`src/rtl/yuv420_scan_pkg.sv`:
```
package yuv420_scan_pkg;

  // Position of a pixel inside its 2x2 chroma group: {row lsb, col lsb}
  typedef enum logic [1:0] {
    QUAD_TL = 2'd0,
    QUAD_TR = 2'd1,
    QUAD_BL = 2'd2,
    QUAD_BR = 2'd3
  } quad_e;

  function automatic quad_e quad_of(input logic row_lsb, input logic col_lsb);
    return quad_e'({row_lsb, col_lsb});
  endfunction

endpackage

```
`src/rtl/ysc_wrap_counter.sv`:
```
module ysc_wrap_counter #(
  parameter int LIMIT = 1600,
  localparam int W = (LIMIT > 1) ? $clog2(LIMIT) : 1
) (
  input  logic         clk,
  input  logic         rst,
  input  logic         step,
  output logic [W-1:0] value,
  output logic         last
);

  assign last = (value == W'(LIMIT - 1));

  always_ff @(posedge clk) begin
    if (rst) begin
      value <= '0;
    end else if (step) begin
      value <= last ? '0 : value + W'(1);
    end
  end

endmodule

```
`src/rtl/ysc_luma_ptr.sv`:
```
module ysc_luma_ptr #(
  parameter int PIXELS = 1600 * 1200,
  localparam int W = $clog2(PIXELS)
) (
  input  logic         clk,
  input  logic         rst,
  input  logic         step,
  input  logic         frame_last,
  output logic [W-1:0] ptr
);

  // Linear pixel index: row*COLS+col grows by one per pixel in raster order
  always_ff @(posedge clk) begin
    if (rst) begin
      ptr <= '0;
    end else if (step) begin
      ptr <= frame_last ? '0 : ptr + W'(1);
    end
  end

endmodule

```
`src/rtl/ysc_chroma_ptr.sv`:
```
module ysc_chroma_ptr #(
  parameter int COLS = 1600,
  parameter int ROWS = 1200,
  localparam int HALF_COLS = COLS / 2,
  localparam int W = $clog2(HALF_COLS * (ROWS / 2))
) (
  input  logic         clk,
  input  logic         rst,
  input  logic         step,
  input  logic         col_odd,
  input  logic         col_last,
  input  logic         row_odd,
  input  logic         frame_last,
  output logic [W-1:0] ptr
);

  logic [W-1:0] line_base;

  // The pointer moves every second column. At a line end it rewinds to the
  // base after an even row and steps to the next chroma line after an odd row.
  always_ff @(posedge clk) begin
    if (rst) begin
      ptr       <= '0;
      line_base <= '0;
    end else if (step) begin
      if (frame_last) begin
        ptr       <= '0;
        line_base <= '0;
      end else if (col_last) begin
        if (row_odd) begin
          ptr       <= line_base + W'(HALF_COLS);
          line_base <= line_base + W'(HALF_COLS);
        end else begin
          ptr <= line_base;
        end
      end else if (col_odd) begin
        ptr <= ptr + W'(1);
      end
    end
  end

endmodule

```
`src/rtl/yuv420_scan_addr.sv`:
```
module yuv420_scan_addr
  import yuv420_scan_pkg::*;
#(
  parameter int COLS = 1600,
  parameter int ROWS = 1200,
  localparam int COL_W = $clog2(COLS),
  localparam int ROW_W = $clog2(ROWS),
  localparam int LUMA_W = $clog2(COLS * ROWS),
  localparam int CHROMA_W = $clog2((COLS / 2) * (ROWS / 2))
) (
  input  logic                clk,
  input  logic                rst,
  input  logic                pix_ready,
  output logic                pix_valid,
  output logic [LUMA_W-1:0]   luma_addr,
  output logic [CHROMA_W-1:0] chroma_addr,
  output logic [ROW_W-1:0]    pix_row,
  output logic [COL_W-1:0]    pix_col,
  output logic [1:0]          pix_quad,
  output logic                line_start,
  output logic                frame_start
);

  logic                load;
  logic [COL_W-1:0]    col_cnt;
  logic [ROW_W-1:0]    row_cnt;
  logic                col_last;
  logic                row_last;
  logic                frame_last;
  logic [LUMA_W-1:0]   luma_next;
  logic [CHROMA_W-1:0] chroma_next;
  quad_e               quad_next;

  // The output register takes a new beat when it is empty or being accepted
  assign load       = ~pix_valid | pix_ready;
  assign frame_last = col_last & row_last;
  assign quad_next  = quad_of(row_cnt[0], col_cnt[0]);

  ysc_wrap_counter #(.LIMIT(COLS)) u_col (
    .clk   (clk),
    .rst   (rst),
    .step  (load),
    .value (col_cnt),
    .last  (col_last)
  );

  ysc_wrap_counter #(.LIMIT(ROWS)) u_row (
    .clk   (clk),
    .rst   (rst),
    .step  (load & col_last),
    .value (row_cnt),
    .last  (row_last)
  );

  ysc_luma_ptr #(.PIXELS(COLS * ROWS)) u_luma (
    .clk        (clk),
    .rst        (rst),
    .step       (load),
    .frame_last (frame_last),
    .ptr        (luma_next)
  );

  ysc_chroma_ptr #(.COLS(COLS), .ROWS(ROWS)) u_chroma (
    .clk        (clk),
    .rst        (rst),
    .step       (load),
    .col_odd    (col_cnt[0]),
    .col_last   (col_last),
    .row_odd    (row_cnt[0]),
    .frame_last (frame_last),
    .ptr        (chroma_next)
  );

  always_ff @(posedge clk) begin
    if (rst) begin
      pix_valid   <= 1'b0;
      luma_addr   <= '0;
      chroma_addr <= '0;
      pix_row     <= '0;
      pix_col     <= '0;
      pix_quad    <= QUAD_TL;
      line_start  <= 1'b0;
      frame_start <= 1'b0;
    end else if (load) begin
      pix_valid   <= 1'b1;
      luma_addr   <= luma_next;
      chroma_addr <= chroma_next;
      pix_row     <= row_cnt;
      pix_col     <= col_cnt;
      pix_quad    <= quad_next;
      line_start  <= (col_cnt == '0);
      frame_start <= (col_cnt == '0) && (row_cnt == '0);
    end
  end

endmodule

```
`config.mk`:
```
export PLATFORM = sky130hd
export DESIGN_NAME = yuv420_scan_addr
export DESIGN_NICKNAME = d
export VERILOG_FILES = /design/src/rtl/yuv420_scan_pkg.sv /design/src/rtl/ysc_wrap_counter.sv /design/src/rtl/ysc_luma_ptr.sv /design/src/rtl/ysc_chroma_ptr.sv /design/src/rtl/yuv420_scan_addr.sv
export SDC_FILE = /design/constraint.sdc
export NUM_CORES = 1
export LEC_CHECK = 0
export BUFFER_PORTS_ARGS = -buffer_cell sky130_fd_sc_hd__buf_4
export CAP_MARGIN = 20
export CORE_MARGIN = 4
export CORE_UTILIZATION = 50
export DETAILED_ROUTE_END_ITERATION = 7
export GPL_TIMING_DRIVEN = 1
export PLACE_DENSITY = 0.72
export REMOVE_ABC_BUFFERS = 1
export SLEW_MARGIN = 20
export SYNTH_ARGS = -nofsm -noshare
export SYNTH_HDL_FRONTEND = slang
export SYNTH_HIERARCHICAL = 1
export SYNTH_SLANG_ARGS = --single-unit
```
`constraint.sdc`:
```
create_clock -name clk -period 2.7 [get_ports clk]
set_clock_uncertainty 0.1 [all_clocks]
set_input_delay 0.27 -clock clk [delete_from_list [all_inputs] [get_ports clk]]
set_output_delay 0.27 -clock clk [all_outputs]
set_load 0.01 [all_outputs]
```
==> flow_summary_export.csv, run 1 <==
group,metric,value,unit
synth,postSynth.asyncResetShare,0,
power_and_ir_drop,power_frac_comb,0.048,
cells_and_area,syn_to_final_growth,18.9,%
timing,setup_viol,0,
synth,ys_warn_count,6,
floorplanning,rows,41,
route,ant_nets,0,
global_route,grt_first_pass_wirelength,25900,um
power_and_ir_drop,internal_power,3.63,mW
global_route,grt_pass1_vias,5593,
global_route,grt_overflow,0,
cells_and_area,layout_commonest_cell,"nand2_1",
floorplanning,ios,70,
place,place_congestion,0.863,
synth,yosys.area_share.simple,0.277,
setup_path,cp_slowest_cell,"or3b_4",
timing,fin_crit,2570,ps
synth,synth_area_leaders,"dfxtp_1 (43%), nand2_1 (8.9%), a21oi_1 (5.9%)",
cells_and_area,num-nets-final,864,
setup_path,critPathArrivalTime,2750,ps
synth,synth_compound_area_frac,0.178,
global_route,antenna_found_initial,0,
floorplanning,die_w,123,um
setup_path,worst_setup_path_end_kind,"register",
power_and_ir_drop,switching_share,0.223,
route,vias,5859,
synth,syn-cell-area,0.00659,mm^2
setup_path,slowest_delay,440,ps
timing,period_share,0.952,
worst_hold_path,hold_class,"in2reg",
clocking,cts_made_buffers,17,
timing,worstMarginPinSlew,667,ps
setup_path,crit_required,2880,ps
cells_and_area,fill_cells,1114,
synth,synth_top_area_share,0.428,
synth,synthAdderAreaFrac,0.00949,
power_and_ir_drop,p_total,4.67,mW
global_route,grt_usage,0.214,
cells_and_area,final_cell_mix,"nand2_1 (157), dfxtp_1 (141), buf_4 (94)",
setup_path,critPathKind,"reg2reg",
run_status,status,"finished, final reports clean",
global_route,grt_max_degree,65,
clocking,htreeDepth,4,
floorplanning,die_h,123,um
synth,synth_edf_count,0,
power_and_ir_drop,p_leak,2.85,nW
route,first_pass_iters,5,
clocking,cts_setup_buffers,0,
place,dpl_worst_slack,26.9,ps
timing,finalWorstSetupSlack,131,ps
power_and_ir_drop,pwr-share-clk,0.496,
power_and_ir_drop,powerDensity,595,mW/mm^2
setup_path,crit_chain,"or3b_4, nor4_4, buf_4, or2_0, o21a_1, nor2_4, o21ai_0, o221ai_1",
job,cap_viol_max_count,0,
cells_and_area,multi_input_area,0.00346,mm^2
floorplanning,initial_utilization,0.516,
clocking,clk-insertion-delay-late,420,ps
floorplanning,coreArea,0.0128,mm^2
timing,slew_viol_final,0,
route,drc_errors,0,
floorplanning,dieArea,0.0151,mm^2
synth,synthMuxAreaShare,0.00911,
synth,seq_area_frac_synth,0.428,
place,portBuffers,69,
synth,synth_top_family_by_area,"simple AND/OR/NAND/NOR gates",
setup_path,cp-start-kind,"register",
route,routed_via_density,5.63,
cells_and_area,diodes,0,
cells_and_area,register_area,0.00282,mm^2
setup_path,cpLargestDelayFamily,"simple AND/OR/NAND/NOR gates",
synth,synth_ff_type,"dfxtp_1",
timing,max_freq,0.389,GHz
timing,finalHoldViolCount,0,
synth,yosysUniqueCellTypes,70,
setup_path,critPathBufInv,1,
clocking,cts_root_buffer,"clkbuf_16",
setup_path,worst-path-max-fanout,18,
synth,synth_top_area_cell,"dfxtp_1",
cells_and_area,drive_gt1_frac,0.206,
synth,synth-xor-area-share,0.0478,
clocking,ctsLongestPathBuffers,2,
power_and_ir_drop,switching_power,1.04,mW
synth,ys_ff_latch,141,
place,dp_hpwl,10600,um
power_and_ir_drop,worst_ir_drop_vdd,309,uV
power_and_ir_drop,pwr-share-seq,0.456,
route,totalWireLength,15500,um
clocking,clock-sinks,141,
route,wire_per_inst,14.9,um
timing,max_slew_margin,0.555,
synth,avgSynthCellArea,8.42,um^2
synth,syn_inst,783,
route,first_iter_violations,454,
clocking,cts_tree,"yes",
clocking,path_clk_slew,60,ps
## worst reg2reg max path: stages, from the launching register on
cell	delay [ps]
dfxtp_1	310
or3b_4	440
nor4_4	340
buf_4	280
or2_0	180
o21a_1	310
nor2_4	100
o21ai_0	230
o221ai_1	150
## worst paths after layout
kind | from | slack, ps | cells after the start | to
hold reg to reg | pix_col[8] | 350 | 2 | pix_col[8]
setup reg to reg | u_col/value[7] | 130 | 8 | u_chroma/ptr[10]
setup / recovery | u_col/value[7] | 130 | 8 | u_chroma/ptr[10]
hold / removal | rst | 250 | 2 | pix_valid
## metal layers
layer	GRT usage	vias up	part of all wire
met5	0	-	0
li1	-	2913	-
met1	0.252	2759	0.44
met4	0.0987	0	0.021
met2	0.371	158	0.50
met3	0.0456	29	0.041
## area by class of cell
| class | instances | share of cell area |
|---|---|---|
| inverter | 10 | 0.00511 |
| sequential | 141 | 0.360 |
| clock inverter | 9 | 0.0142 |
| clock buffer | 22 | 0.0618 |
| tap | 172 | 0.0275 |
| multi-input combinational | 592 | 0.441 |
| timing repair buffer | 94 | 0.0900 |
## power groups by stage
| stage | combinational [mW] | sequential (mW) | clock [mW] |
|---|---|---|---|
| floorplan | 0.108 | 2.18 | 0 |
| detailed placement | 0.221 | 2.17 | 0 |
| global placement | 0.216 | 2.17 | 0 |
| finish | 0.223 | 2.13 | 2.31 |
| global route | 0.250 | 2.13 | 2.46 |
| CTS | 0.223 | 2.13 | 2.36 |
## logic make-up after synthesis
logic type               count (synthesis)
AND/OR/NAND/NOR                        364
XOR/XNOR                                36
flip-flops                             141
multiplexers                             6
buffers and inverters                   50
adder cells (fa/ha/maj)                  5
AO/OA/AOI/OAI                          181
## cell usage after synthesis, types with 3 or more instances
master	count
or4_1	8
a22oi_1	3
nor3_1	12
nand3_1	26
o31ai_1	11
and3_1	4
buf_2	10
nor4_1	12
xor2_1	16
mux2i_1	6
nor2_1	59
a31oi_1	6
nor3b_1	3
nand2_2	11
nand4_2	4
o21ai_0	32
inv_1	9
and2_1	3
xnor2_1	20
nor2b_1	4
ha_1	5
a21oi_2	21
clkbuf_1	13
nand4_1	21
a21oi_1	78
dfxtp_1	141
o221ai_1	6
buf_6	10
or3_1	13
nand3b_1	5
nand2b_1	4
buf_4	3
nand2_1	157
## per-stage QoR
step	utilization	hold WS [ps]	TNS, ps	instances	cell area, um^2
final	0.614	254	0	1040	7840
after floorplan	-	232	-62780	743	6300
after detailed placement	0.566	347	0	1009	7230
after global routing	0.614	281	-5.26	1040	7840
after CTS	0.613	237	0	1040	7830
after global placement	0.566	340	0	1009	7230
## state kept, by name (all words and copies together) (netlist names), 11 cells and up
signal and count:
luma_addr 21, u_luma/ptr 21, chroma_addr 19, u_chroma/ptr 19, u_chroma/line_base 14, pix_col 11
pix_row 11, u_col/value 11, u_row/value 11
## repair_timing
action | in CTS | in global routing
gates resized for setup | 0 | 4
hold buffers | 0 | 0
setup endpoints to repair | 0 | 26
Note: power is estimated with default switching activity, not from simulation.
==> run 2: changes to the inputs <==
--- a/config.mk
+++ b/config.mk
@@ -12,6 +12,7 @@
 export DETAILED_ROUTE_END_ITERATION = 7
 export GPL_TIMING_DRIVEN = 1
 export PLACE_DENSITY = 0.72
+export RECOVER_POWER = 25
 export REMOVE_ABC_BUFFERS = 1
 export SLEW_MARGIN = 20
 export SYNTH_ARGS = -nofsm -noshare
==> run 2 against run 1 <==
Clock power barely moved. Sequential share of layout area rose by 0.90 points. Global-route usage did not move. Critical endpoint is now u_chroma/line_base[8].
==> flow_summary_export.csv, run 2 (synthesized netlist as in run 1, its figures left out) <==
group,metric,value,unit
cells_and_area,reg_top3,"luma_addr (21), u_luma/ptr (21)",
worst_hold_path,hp-start,"rst",
timing,max_freq,0.393,GHz
place,dpl_worst_slack,26.9,ps
job,cap_viol_max_count,0,
place,dpl-instance-area,0.00723,mm^2
route,vias,5851,
setup_path,reg2reg_depth,7,
floorplanning,rows,41,
cells_and_area,multi_input_area,0.00346,mm^2
clocking,clk-insertion-delay-late,420,ps
cells_and_area,drive_gt1_frac,0.147,
worst_hold_path,hold_path_end,"pix_valid",
floorplanning,die_w,123,um
global_route,grt_overflow,0,
setup_path,worst-path-max-fanout,18,
cells_and_area,syn_to_final_growth,16.0,%
floorplanning,coreArea,0.0128,mm^2
timing,period_share,0.943,
place,dp_cells,1009,
cells_and_area,final_cells,1040,
timing,worstMarginPinSlew,673,ps
worst_hold_path,min_path_cells,2,
setup_path,rr_endpoint,"u_chroma/line_base[8]",
place,dp_hpwl,10600,um
setup_path,worst_setup_path_end_kind,"register",
route,drc_errors,0,
setup_path,crit_required,2940,ps
place,portBuffers,69,
timing,finalWorstSetupSlack,155,ps
route,first_pass_iters,5,
cells_and_area,final_cell_mix,"nand2_1 (157), dfxtp_1 (141), a21oi_1 (78)",
floorplanning,initial_utilization,0.516,
cells_and_area,diodes,0,
global_route,grt_pass1_vias,5593,
route,ant_nets,0,
clocking,cts_tree,"yes",
route,routed_via_density,5.63,
clocking,htreeDepth,4,
cells_and_area,layout_commonest_cell,"nand2_1",
timing,fin_crit,2540,ps
timing,finalHoldViolCount,0,
power_and_ir_drop,p_leak,2.64,nW
cells_and_area,fill_cells,1166,
cells_and_area,register_area,0.00282,mm^2
timing,max_slew_margin,0.551,
global_route,grt_max_degree,65,
setup_path,critPathKind,"reg2reg",
global_route,grt_first_pass_wirelength,25900,um
cells_and_area,final_core_util,0.599,
setup_path,cp-start-kind,"register",
timing,setup_viol,0,
run_status,status,"finished, final reports clean",
place,place_congestion,0.863,
clocking,path_clk_slew,60,ps
power_and_ir_drop,p_total,4.66,mW
power_and_ir_drop,worst_ir_drop_vdd,310,uV
setup_path,reg2reg_from,"u_col/value[7]",
cells_and_area,post-route-cell-area,0.00765,mm^2
floorplanning,ios,70,
setup_path,reg2reg_setup_slack,160,ps
timing,slew_viol_final,0,
clocking,cts_root_buffer,"clkbuf_16",
floorplanning,die_h,123,um
setup_path,critPathArrivalTime,2780,ps
clocking,clock-sinks,141,
clocking,cts_made_buffers,17,
power_and_ir_drop,powerDensity,610,mW/mm^2
clocking,ctsLongestPathBuffers,2,
route,wire_per_inst,14.9,um
cells_and_area,num-nets-final,864,
clocking,ctsHoldBuffers,0,
worst_hold_path,hold_class,"in2reg",
route,first_iter_violations,371,
global_route,grt_usage,0.214,
route,totalWireLength,15500,um
global_route,antenna_found_initial,0,
floorplanning,dieArea,0.0151,mm^2
## run 2: changes by cell type in the layout (fill, tap and decap cells not counted)
cell / delta
buf_4: -51
clkbuf_1: +51
## run 2: layer usage
metal	GRT usage	up-vias	routed length [um]
met5	0	-	0
met4	0.0987	0	319
met3	0.0456	29	636
met2	0.371	142	7730
met1	0.252	2763	6820
li1	-	2917	-
## run 2: area by class of cell
class | count | share of cell area
clock buffers | 22 | 0.0633
clock inverters | 9 | 0.0146
inverters | 10 | 0.00524
multi-input cells | 592 | 0.452
flip-flops and latches | 141 | 0.369
well taps | 172 | 0.0281
repair buffers | 94 | 0.0672
## run 2: through the flow
stage | TNS, ps | hold slack [ps]
after global placement | 0 | 340
after global routing | -5.26 | 281
after detailed placement | 0 | 347
after CTS | 0 | 237
after floorplan | -62780 | 232
final | 0 | 257
## run 2: worst max-delay path, stage by stage, from the launching register on
cell and delay, ps:
dfxtp_1 310, or3b_4 440, nor4_4 340, buf_4 280
o21ai_2 120, or2_1 330, or3_1 370, a21oi_1 170
## run 2: where the power goes
part / switching, mW / internal, mW
combinational: 0.152 / 0.0675
clock: 0.862 / 1.45
sequential: 0.0245 / 2.11
total: 1.04 / 3.62
## run 2: worst max path at each step
stage | start | end | slack (ps) | depth (start not counted)
6_report | u_col/value[7] | u_chroma/line_base[8] | 160 | 7
4_1_cts | u_col/value[7] | u_chroma/line_base[10] | 10 | 8
3_3_place_gp | u_col/value[7] | u_chroma/line_base[9] | 150 | 8
2_1_floorplan | u_col/value[9] | u_chroma/ptr[10] | -1210 | 8
3_5_place_dp | u_col/value[7] | u_chroma/line_base[9] | 30 | 8
5_1_grt | u_row/value[1] | u_chroma/line_base[8] | -5 | 8
## run 2: what timing repair did
action                     in CTS  in global routing
setup endpoints to repair       0                 26
gates resized for setup         0                  4
setup buffers                   0                  0
==> run 3: changes to the inputs <==
--- a/config.mk
+++ b/config.mk
@@ -5,13 +5,13 @@
 export SDC_FILE = /design/constraint.sdc
 export NUM_CORES = 1
 export LEC_CHECK = 0
-export BUFFER_PORTS_ARGS = -buffer_cell sky130_fd_sc_hd__buf_4
 export CAP_MARGIN = 20
 export CORE_MARGIN = 4
 export CORE_UTILIZATION = 50
 export DETAILED_ROUTE_END_ITERATION = 7
+export DONT_BUFFER_PORTS = 1
 export GPL_TIMING_DRIVEN = 1
-export PLACE_DENSITY = 0.72
+export PLACE_DENSITY = 0.68
 export RECOVER_POWER = 25
 export REMOVE_ABC_BUFFERS = 1
 export SLEW_MARGIN = 20
==> run 3 against run 2 <==
Via count decreased by 3.7%. Highest routed layer unchanged. Sequential cell count unchanged. Critical endpoint unchanged. Combinational power is 10% lower. Critical path type unchanged.
==> flow_summary_export.csv, run 3 (synthesized netlist as in run 1, its figures left out) <==
group,metric,value,unit
run_status,status,"finished, final reports clean",
timing,setup_viol,0,
floorplanning,die_w,123,um
clocking,clock-sinks,141,
timing,worstMarginPinSlew,650,ps
floorplanning,initial_utilization,0.516,
route,ant_nets,0,
global_route,grt_usage,0.209,
clocking,cts_root_buffer,"clkbuf_16",
route,wire_per_inst,15.8,um
route,drc_errors,0,
cells_and_area,reg_top3,"luma_addr (21), u_luma/ptr (21)",
global_route,grt_max_degree,90,
setup_path,crit_required,2950,ps
floorplanning,dieArea,0.0151,mm^2
setup_path,worst-path-max-fanout,8,
cells_and_area,syn_to_final_growth,12.8,%
power_and_ir_drop,powerDensity,649,mW/mm^2
power_and_ir_drop,worst_ir_drop_vdd,383,uV
route,totalWireLength,15400,um
place,place_congestion,0.876,
timing,fin_crit,2550,ps
global_route,grt_overflow,0,
timing,max_slew_margin,0.567,
clocking,htreeDepth,4,
clocking,path_clk_slew,60,ps
global_route,grt_pass1_vias,5316,
clocking,clk-insertion-delay-late,420,ps
cells_and_area,layout_commonest_cell,"nand2_1",
timing,max_freq,0.392,GHz
route,vias,5636,
cells_and_area,final_core_util,0.582,
clocking,cts_made_buffers,17,
setup_path,critPathKind,"reg2reg",
job,cap_viol_max_count,0,
floorplanning,coreArea,0.0128,mm^2
place,dpl_worst_slack,85.6,ps
power_and_ir_drop,p_total,4.83,mW
cells_and_area,num-nets-final,800,
setup_path,worst_setup_path_end_kind,"register",
route,routed_via_density,5.77,
cells_and_area,fill_cells,1132,
place,dp_hpwl,10200,um
timing,hold_ws,20.4,ps
timing,finalHoldViolCount,0,
timing,period_share,0.945,
global_route,antenna_found_initial,0,
floorplanning,rows,41,
timing,slew_viol_final,0,
cells_and_area,drive_gt1_frac,0.145,
clocking,cts_tree,"yes",
cells_and_area,diodes,0,
timing,finalWorstSetupSlack,148,ps
route,first_iter_violations,443,
clocking,ctsLongestPathBuffers,2,
timing,tns,0,ps
setup_path,cp-start-kind,"register",
place,portBuffers,0,
setup_path,critPathArrivalTime,2800,ps
route,first_pass_iters,5,
floorplanning,ios,70,
cells_and_area,final_cell_mix,"nand2_1 (157), dfxtp_1 (141), a21oi_1 (78)",
global_route,grt_first_pass_wirelength,25500,um
floorplanning,die_h,123,um
power_and_ir_drop,p_leak,2.54,nW
worst_hold_path,hold_class,"in2reg",
-- run 3: changes by cell type in the layout (fill, tap and decap cells not counted) --
cell        previous run  this run
clkinvlp_4             5         3
and2_4                 1         0
and2_2                 0         1
nor3_2                 1         2
nor3_1                12        11
buf_4                 43        28
buf_16                 0         1
clkbuf_8               4         3
buf_12                 0         1
o21a_2                 0         1
clkbuf_1              52         2
clkinv_2               1         2
bufinv_16              2         4
o21a_1                 1         0
-- run 3: path summary, 6_finish.rpt --
kind	from	end	slack (ps)	cells past startpoint
setup / recovery	u_row/value[1]	u_chroma/line_base[8]	150	8
hold / removal	rst	u_chroma/ptr[17]	20	3
setup reg to reg	u_row/value[1]	u_chroma/line_base[8]	150	8
hold reg to reg	u_luma/ptr[20]	luma_addr[20]	380	2
-- run 3: layout make-up --
class / instances / area, um^2 / share of cell area
multi-input combinational: 592 / 3460 / 0.466
sequential: 141 / 2820 / 0.380
clock buffer: 22 / 474 / 0.0638
timing repair buffer: 30 / 258 / 0.0347
tap: 172 / 215 / 0.0289
clock inverter: 10 / 161 / 0.0217
inverter: 10 / 40.0 / 0.00538
-- run 3: power breakdown --
group	leakage (nW)	switching [mW]	internal, mW	total [mW]
Sequential	1.14	0.0327	2.11	2.14
Combinational	1.10	0.137	0.0602	0.197
Clock	0.302	0.878	1.62	2.49
Total	2.54	1.05	3.78	4.83
-- run 3: worst max-delay path, stage by stage (launching register included) --
cell       delay (ps)
dfxtp_1           420
ha_1              260
nand4bb_1         200
nor3_1            270
and2_2            250
o21ai_2           110
or2_1             340
or3_1             380
a21oi_1           160
-- run 3: per-stage QoR --
step / instance area (um^2) / std cells
2_1_floorplan: 6300 / 743
3_3_place_gp: 6710 / 940
3_5_place_dp: 6710 / 940
4_1_cts: 7370 / 973
5_1_grt: 7440 / 977
6_report: 7440 / 977
-- run 3: metal layers --
metal,part of all wire,global-route usage,wire (um)
met5,0,0,0
met4,0.018,0.0833,282
met3,0.056,0.0562,862
met2,0.48,0.342,7410
met1,0.45,0.262,6890
-- run 3: repair_timing --
item	4_1_cts	5_1_grt
endpoints found under the hold margin	92	0
hold buffers	1	0
setup buffers	0	4
setup endpoints to repair	0	23
resized for setup	0	5
